### config.mk
export PLATFORM = sky130hd
export DESIGN_NAME = shadow_rom_ctl
export DESIGN_NICKNAME = d
export VERILOG_FILES = /design/src/rtl/srom_pkg.sv /design/src/rtl/srom_clkdiv.sv /design/src/rtl/srom_overlay.sv /design/src/rtl/srom_wait.sv /design/src/rtl/shadow_rom_ctl.sv
export SDC_FILE = /design/constraint.sdc
export NUM_CORES = 1
export LEC_CHECK = 0
export BUFFER_PORTS_ARGS = -buffer_cell sky130_fd_sc_hd__buf_2
export CORE_AREA = 2 2 39 41
export DETAILED_ROUTE_END_ITERATION = 12
export DIE_AREA = 0 0 41 43
export PLACE_DENSITY = 0.51
export SLEW_MARGIN = 25
export SYNTH_ARGS = -nofsm -noshare
export SYNTH_HDL_FRONTEND = slang
export SYNTH_HIERARCHICAL = 1
export SYNTH_SLANG_ARGS = --single-unit
### constraint.sdc
create_clock -name clk_i -period 1.09 [get_ports clk_i]
set_input_delay 0.218 -clock clk_i [delete_from_list [all_inputs] [get_ports clk_i]]
set_output_delay 0.218 -clock clk_i [all_outputs]
set_load 0.1 [all_outputs]
### src/rtl/srom_pkg.sv
package srom_pkg;

  typedef struct packed {
    logic set;
    logic clr;
  } ovl_evt_t;

  function automatic logic ovl_next(input ovl_evt_t ev, input logic cur);
    if (ev.set)      return 1'b1;
    else if (ev.clr) return 1'b0;
    else             return cur;
  endfunction

  function automatic logic evt_any(input ovl_evt_t ev);
    return ev.set | ev.clr;
  endfunction

endpackage

### src/rtl/srom_clkdiv.sv
module srom_clkdiv (
  input  logic clk_i,
  input  logic rst_ni,
  output logic cpu_clk_o,
  output logic cpu_clk_n_o,
  output logic rise_en_o
);
  logic ph_q;

  always_ff @(posedge clk_i) begin
    if (!rst_ni) ph_q <= 1'b0;
    else         ph_q <= ~ph_q;
  end

  assign cpu_clk_o   = ph_q;
  assign cpu_clk_n_o = ~ph_q;
  assign rise_en_o   = ~ph_q;

  AST_CLK_RISE: assert property (@(posedge clk_i) disable iff (!rst_ni)
    !ph_q |=> ph_q);
  AST_CLK_FALL: assert property (@(posedge clk_i) disable iff (!rst_ni)
    ph_q |=> !ph_q);
endmodule

### src/rtl/srom_overlay.sv
module srom_overlay
  import srom_pkg::*;
#(
  parameter int unsigned ADDR_W  = 16,
  parameter logic [ADDR_W-1:0] NMI_VEC = 16'h0066
) (
  input  logic              clk_i,
  input  logic              rst_ni,
  input  logic              en_i,
  input  logic [ADDR_W-1:0] addr_i,
  input  logic              mreq_ni,
  input  logic              m1_ni,
  output logic              ovl_o,
  output ovl_evt_t          evt_o
);
  localparam int unsigned TOP_BIT = ADDR_W - 1;

  logic     fetch;
  logic     ovl_q;
  ovl_evt_t pend_q;

  assign fetch     = !mreq_ni && !m1_ni;
  assign evt_o.set = fetch && (addr_i == NMI_VEC);
  assign evt_o.clr = fetch && addr_i[TOP_BIT];

  always_ff @(posedge clk_i) begin
    if (!rst_ni) begin
      ovl_q  <= 1'b1;
      pend_q <= '0;
    end else if (en_i) begin
      if (!mreq_ni) begin
        pend_q <= pend_q | evt_o;
      end else begin
        if (evt_any(pend_q)) ovl_q <= ovl_next(pend_q, ovl_q);
        pend_q <= '0;
      end
    end
  end

  assign ovl_o = ovl_q;

  AST_HOLD_IN_CYCLE: assert property (@(posedge clk_i) disable iff (!rst_ni)
    (ovl_q != $past(ovl_q)) |-> ($past(mreq_ni) && $past(en_i)));
  AST_SET_WINS: assert property (@(posedge clk_i) disable iff (!rst_ni)
    (en_i && mreq_ni && pend_q.set) |=> ovl_q);
  AST_CLR_APPLIED: assert property (@(posedge clk_i) disable iff (!rst_ni)
    (en_i && mreq_ni && pend_q.clr && !pend_q.set) |=> !ovl_q);
  AST_DATA_NO_CLR: assert property (@(posedge clk_i) disable iff (!rst_ni)
    (en_i && !mreq_ni && m1_ni) |=> (pend_q == $past(pend_q)));
endmodule

### src/rtl/srom_wait.sv
module srom_wait (
  input  logic clk_i,
  input  logic rst_ni,
  input  logic en_i,
  input  logic rom_rd_i,
  output logic wait_no
);
  logic done_q;

  always_ff @(posedge clk_i) begin
    if (!rst_ni)   done_q <= 1'b0;
    else if (en_i) done_q <= rom_rd_i;
  end

  assign wait_no = ~(rom_rd_i && !done_q);

  AST_ONE_WAIT: assert property (@(posedge clk_i) disable iff (!rst_ni)
    (en_i && rom_rd_i && !wait_no) |=> wait_no);
endmodule

### src/rtl/shadow_rom_ctl.sv
module shadow_rom_ctl
  import srom_pkg::*;
#(
  parameter int unsigned ADDR_W  = 16,
  parameter logic [ADDR_W-1:0] NMI_VEC = 16'h0066
) (
  input  logic              clk_i,
  input  logic              rst_ni,
  input  logic [ADDR_W-1:0] addr_i,
  input  logic              mreq_ni,
  input  logic              rd_ni,
  input  logic              m1_ni,
  output logic              cpu_clk_o,
  output logic              cpu_clk_n_o,
  output logic              rom_oe_no,
  output logic              ram_cs_no,
  output logic              wait_no
);
  logic     rise_en;
  logic     ovl;
  ovl_evt_t evt;
  logic     rom_rd;
  logic     mem_cyc;

  srom_clkdiv u_clkdiv (
    .clk_i      (clk_i),
    .rst_ni     (rst_ni),
    .cpu_clk_o  (cpu_clk_o),
    .cpu_clk_n_o(cpu_clk_n_o),
    .rise_en_o  (rise_en)
  );

  srom_overlay #(.ADDR_W(ADDR_W), .NMI_VEC(NMI_VEC)) u_overlay (
    .clk_i  (clk_i),
    .rst_ni (rst_ni),
    .en_i   (rise_en),
    .addr_i (addr_i),
    .mreq_ni(mreq_ni),
    .m1_ni  (m1_ni),
    .ovl_o  (ovl),
    .evt_o  (evt)
  );

  assign mem_cyc = !mreq_ni;
  assign rom_rd  = ovl && mem_cyc && !rd_ni;

  srom_wait u_wait (
    .clk_i   (clk_i),
    .rst_ni  (rst_ni),
    .en_i    (rise_en),
    .rom_rd_i(rom_rd),
    .wait_no (wait_no)
  );

  assign rom_oe_no = ~rom_rd;
  assign ram_cs_no = ~(mem_cyc && !rom_rd);

  AST_WAIT_ONLY_ROM: assert property (@(posedge clk_i) disable iff (!rst_ni)
    !wait_no |-> !rom_oe_no);
  AST_RESET_OVERLAY: assert property (@(posedge clk_i)
    !rst_ni |=> ovl);
endmodule

; Word-level counts from Yosys, hierarchy flattened
; Index checks and enable logic that the tools add are counted.
[word_totals]
input_bits = 21
elab_cells = 29
register_bits = 5
[classes]
n_eq_ne = 1
n_reduce_logical = 14
n_mux = 3
bitwise_logic = 6
[op_table]
columns = op, count
row1 = $eq A16 B7 Y1 const B, 1
row2 = $logic_and A1 B1 Y1, 7
row3 = $logic_not A1 Y1, 5
row4 = $not A1 Y1, 4
row5 = $reduce_and A4 Y1, 1
row6 = $mux W1, 2
row7 = $mux W2, 1
row8 = $or A2 B2 Y2, 1
row9 = $reduce_bool A2 Y1, 1
row10 = $or A1 B1 Y1, 1

; Longest topological paths before layout
; Gate-level depths: netlist of run 1.
[depth]
ltp_word = 6
mapped_depth = 5
depth_no_buf = 4

; Modules after synthesis
; Netlist of run 1, hierarchy kept.
[modules_own_cells]
columns = module, seq_area_each_um2, cells_each, area_per_inst_um2, n_inst
row1 = srom_overlay, 60.1, 23, 186.4, 1
row2 = srom_wait, 20.0, 4, 42.5, 1
row3 = srom_clkdiv, 20.0, 4, 37.5, 1
row4 = shadow_rom_ctl, 0.0, 4, 30.0, 1

; Worst setup path before layout of run 1
; OpenSTA, ideal clock, no wires.
[synth_path]
path_type = reg2reg
start = reg u_clkdiv.ph_q (netlist: u_clkdiv/cpu_clk_o)
end = reg u_wait.done_q
setup_ps = 116
stages_incl_launch_ff = 5
path_slack_ps = -1207
required_ps = 974
arrival_ps = 2181
path_cell_list = dfxtp_1 > inv_1 > buf_4 > mux2i_1 > nor2b_1
[synth_rtl]
columns = element, line
row1 = "start, declared", srom_clkdiv.sv:8  ; logic ph_q;
row2 = "start signal, assigned", srom_clkdiv.sv:12  ; else ph_q <= ~ph_q;
row3 = "end signal, assigned", srom_wait.sv:12  ; else if (en_i) done_q <= rom_rd_i;
row4 = "end, declared", srom_wait.sv:8  ; logic done_q;

; Final worst setup path of run 1
[layout_path]
start = reg u_overlay.ovl_q (netlist: u_overlay/ovl_o)
end = out rom_oe_no
[layout_between]
elab_chain_cells = 3
[layout_lines]
columns = element, line
row1 = "start, declared", srom_overlay.sv:19  ; logic ovl_q;
row2 = "start signal, assigned", srom_overlay.sv:34  ; if (evt_any(pend_q)) ovl_q <= ovl_next(pend_q, ovl_q);
row3 = $logic_and A1 B1 Y1 (2 in series), shadow_rom_ctl.sv:45  ; assign rom_rd = ovl && mem_cyc && !rd_ni;
row4 = $not A1 Y1, shadow_rom_ctl.sv:55  ; assign rom_oe_no = ~rom_rd;
row5 = "end, declared", shadow_rom_ctl.sv:15  ; output logic rom_oe_no,
; No other way between the ends.

==> reports/metrics.yaml, run 1 <==
outcome: "finished, violations left"
violations: "negative setup slack"
dpl.hpwl_um: 581
crit_type: "reg -> out"
ios: 26
clkLatencyLatePin_ps: 240
crit_path_cell_trace: "nand2b_4 -> or2_4 -> buf_12"
utilization: 0.417
fin_nets: 87
place_congestion: 0.619
grt.overflow.total: 0
layout_commonest_cell: "buf_2"
power_frac_clock: 0.327
intPower_uw: 431
worstReg2RegStart: "u_clkdiv/cpu_clk_o$_SDFF_PN0_"
slew_headroom: 0.849
via_count: 351
syn2layout_area_growth_pct: 101
detail_route.iter0.violations: 1
clockBufferDepth: 2
layout-drive-gt1-share: 0.646
grt_pass1_wl_um: 1030
rows: 14
die_x_um: 41
tritoncts: "yes"
antenna_found_initial: 0
cp_max_fo: 3
ant_nets: 0
met2_usage: 0.134
n_antenna_cell: 0
holdWs_ps: 202
worst_pin_slew_ps: 224
p_seq_frac: 0.305
switching_share: 0.328
reg2regPathDepth: 4
slowest_stage: "dfxtp_2"
drtPass1Iterations: 3
share_comb_of_total_power: 0.368
crit_path_start: "u_overlay/ovl_o$_SDFFE_PN1P_"
powerDensity_mw_per_mm2: 1110
max_stage_delay_ps: 340
min_path_type: "in -> reg"
cts-root-buf: "clkbuf_4"
drc: 0
worstPathRequired_ps: 870
grt_pass1_vias: 297
clk_pin_slew_ps: 40
hold_viol_final: 0
use_met1: 0.0900
maxSlewViolCount: 0
fin_crit_sh: 1.16
hold-path-cell-count: 2
grt_util_met3: 0.0209
fmax_ghz: 0.790
syn_nets: 54
most-common-layout-cells: "buf_2, buf_12, nand2_1, nand3_1, buf_4"
initial_core_util: 0.207
routedWlPerCell_um: 8.28
power_leakage_uw: 0.000272
max_cap_violations: 0
wirelength_um: 671
ir_worst_vdd_mv: 0.371
clock_sinks: 5
htree_levels: 1
switching_power_uw: 210
io_buffers: 25
min_from: "rst_ni"
total_power_uw: 641
top_usage_layer: "met2"
yosysWarnings: 6
arrival_ps: 1050
end_kind: "primary output"
grt_use_total: 0.0904
viasPerCell: 4.33
synthCells: 33
dieHeight_um: 43
dieArea_sq_mm: 0.00176
final-setup-viol-count: 4
avgSynthCellArea_sq_um: 8.68
fin_crit_ps: 1270
grt_max_degree: 7
rsz0062_at_grt: "yes"
synth_area_sq_um: 287
core_sq_mm: 0.00138
setup_ws_ps: -175
cts_buffers: 3
critPathLaunchType: "register"
setup_tns_ps: -468
fin_skew_ps: 4.51
[worst paths after layout]
kind / end / slack, ps
max reg2reg: u_wait/done_q$_SDFFE_PN0P_ / 150
max: rom_oe_no / -180
min: u_overlay/ovl_o$_SDFFE_PN1P_ / 200
min reg2reg: u_clkdiv/cpu_clk_o$_SDFF_PN0_ / 450
[registers in the layout, summed over array words and instances (netlist names)]
register            cells
u_overlay/pend_q        2
u_clkdiv/cpu_clk_o      1
u_overlay/ovl_o         1
u_wait/done_q           1
[routing by layer]
layer	share of wire	vias up
met1	0.42	148
met3	0.11	0
li1	-	178
met5	0	-
met2	0.47	25
met4	0	0
[critical path: cells and delay by family (launching register included)]
family                 cells  cell delay (ps)
flip-flops                 1              340
buffers and inverters      1              160
AND/OR/NAND/NOR            2              300
[through the flow]
| stage | worst slack, ps | std cells | cell area, sq um |
|---|---|---|---|
| finish | -175 | 81 | 577 |
| global route | -222 | 81 | 577 |
| CTS | -189 | 81 | 577 |
| detailed placement | -79.0 | 76 | 519 |
| global placement | -73.4 | 76 | 519 |
| floorplan | -550 | 33 | 303 |
[final cells by class]
class | instances | area (sq um)
clock buffers | 4 | 26.3
flip-flops and latches | 5 | 105
repair buffers | 29 | 230
multi-input cells | 26 | 188
inverters | 1 | 7.51
fillers | 139 | 807
well taps | 16 | 20.0
[what timing repair did]
action,in CTS,in global routing
setup endpoints to repair,4,4
hold buffers,0,0
buffers inserted,1,0
pin swaps,0,0
resized for setup,7,0
[power groups by stage]
stage / sequential, uW / clock (uW) / combinational [uW]
after global placement: 199 / 0 / 219
after CTS: 196 / 222 / 237
after global routing: 196 / 236 / 246
after detailed placement: 199 / 0 / 222
after floorplan: 216 / 0 / 109
final: 196 / 209 / 236
Power figures use the tool's default switching activity.
==> inputs of run 2 (changes only) <==
--- a/config.mk
+++ b/config.mk
@@ -10,6 +10,7 @@
 export DETAILED_ROUTE_END_ITERATION = 12
 export DIE_AREA = 0 0 41 43
 export PLACE_DENSITY = 0.51
+export RECOVER_POWER = 100
 export SLEW_MARGIN = 25
 export SYNTH_ARGS = -nofsm -noshare
 export SYNTH_HDL_FRONTEND = slang
==> run 2 against run 1 <==
Against the previous run: the run still ends with negative setup slack left; via count did not move; clock skew barely moved; utilization fell by 0.27 points; global-route usage did not move; final cell count did not move; non-clock buffer count did not move; worst setup slack did not move; clock power barely moved; first-iteration DRC count did not move; sequential share of layout area fell by 0.54 points.
==> reports/metrics.yaml, run 2 (same netlist as run 1, synthesis figures left out) <==
outcome: "finished, violations left"
violations: "negative setup slack"
cts_buffers: 3
final_cells: 81
routedWlPerCell_um: 8.30
io_buffers: 25
clk_pin_slew_ps: 40
tritoncts: "yes"
rsz0062_at_grt: "yes"
reg2regPathDepth: 4
largest_reg_flops: 2
place_inst: 76
n_antenna_cell: 0
setup_ws_ps: -175
place_congestion: 0.619
cp_max_fo: 3
dieArea_sq_mm: 0.00176
final-setup-viol-count: 5
antenna_found_initial: 0
worst_pin_slew_ps: 224
ir_worst_vdd_mv: 0.371
clkLatencyLatePin_ps: 240
wirelength_um: 672
crit_type: "reg -> out"
grt_pass1_vias: 297
cts-root-buf: "clkbuf_4"
powerDensity_mw_per_mm2: 1120
ant_nets: 0
worstPathRequired_ps: 870
clock_sinks: 5
critPathBufInv: 1
hold_viol_final: 0
min_path_type: "in -> reg"
fin_nets: 87
htree_levels: 1
crit_path_cell_trace: "nand2b_4 -> or2_4 -> buf_12"
clockBufferDepth: 2
layout-drive-gt1-share: 0.631
crit_family: "flip-flops"
dieHeight_um: 43
grt_pass1_wl_um: 1030
maxSlewViolCount: 0
end_kind: "primary output"
fmax_ghz: 0.790
critPathLaunchType: "register"
top_register: "u_overlay/pend_q"
fin_skew_ps: 4.44
slew_headroom: 0.849
initial_core_util: 0.207
die_x_um: 41
power_leakage_uw: 0.000272
dpl.hpwl_um: 581
most-common-layout-cells: "buf_2, buf_12, nand2_1, nand3_1"
fin_crit_sh: 1.16
syn2layout_area_growth_pct: 100
viasPerCell: 4.33
rows: 14
slowest_stage: "dfxtp_2"
detail_route.iter0.violations: 1
via_count: 351
holdWs_ps: 202
max_cap_violations: 0
ios: 26
layout_commonest_cell: "buf_2"
fin_crit_ps: 1270
drtPass1Iterations: 3
hold-path-cell-count: 2
cp.depth: 3
core_sq_mm: 0.00138
max_stage_delay_ps: 340
grt_use_total: 0.0904
drc: 0
grt.overflow.total: 0
arrival_ps: 1050
grt_max_degree: 7
-- run 2: cell count changes in the layout (fill, tap and decap cells not counted) --
cell	delta
dfxtp_1	+1
dfxtp_4	-1
-- run 2: final cells by class --
| cell class | count | area, sq um |
|---|---|---|
| Tap cell | 16 | 20.0 |
| Sequential cell | 5 | 101 |
| Fill cell | 141 | 811 |
| Timing Repair Buffer | 29 | 230 |
| Inverter | 1 | 7.51 |
| Multi-Input combinational cell | 26 | 188 |
| Clock buffer | 4 | 26.3 |
-- run 2: power by group --
group          total (uW)  internal, uW  switching [uW]
registers             196           190            6.34
clock network         209           138            71.3
logic                 235           103             132
-- run 2: what timing repair did --
item                       in CTS  in global routing
hold buffers                    0                  0
buffers inserted                1                  0
setup endpoints to repair       4                  4
cloned                          0                  0
resized for setup               7                  0
-- run 2: final timing paths --
path                                    start                      endpoint  slack, ps
min                                    rst_ni  u_overlay/ovl_o$_SDFFE_PN1P_        200
max reg2reg     u_clkdiv/cpu_clk_o$_SDFF_PN0_    u_wait/done_q$_SDFFE_PN0P_         30
max              u_overlay/ovl_o$_SDFFE_PN1P_                     rom_oe_no       -180
min reg2reg  u_overlay/pend_q[1]$_SDFFE_PN0P_  u_overlay/ovl_o$_SDFFE_PN1P_        470
-- run 2: through the flow --
step	total power, uW	area (sq um)	setup TNS (ps)	worst slack (ps)	util
after floorplan	325	303	-2570	-550	-
after global placement	418	519	-73.4	-73.4	0.375
after detailed placement	421	519	-79.0	-79.0	0.375
after CTS	655	577	-535	-189	0.417
after global routing	679	573	-977	-222	0.414
final	641	573	-591	-175	0.414
-- run 2: layer usage --
layer / track usage / routed length [um]
met1: 0.0900 / 284
met3: 0.0209 / 73
met5: 0 / 0
met4: 0.100 / 0
met2: 0.134 / 314
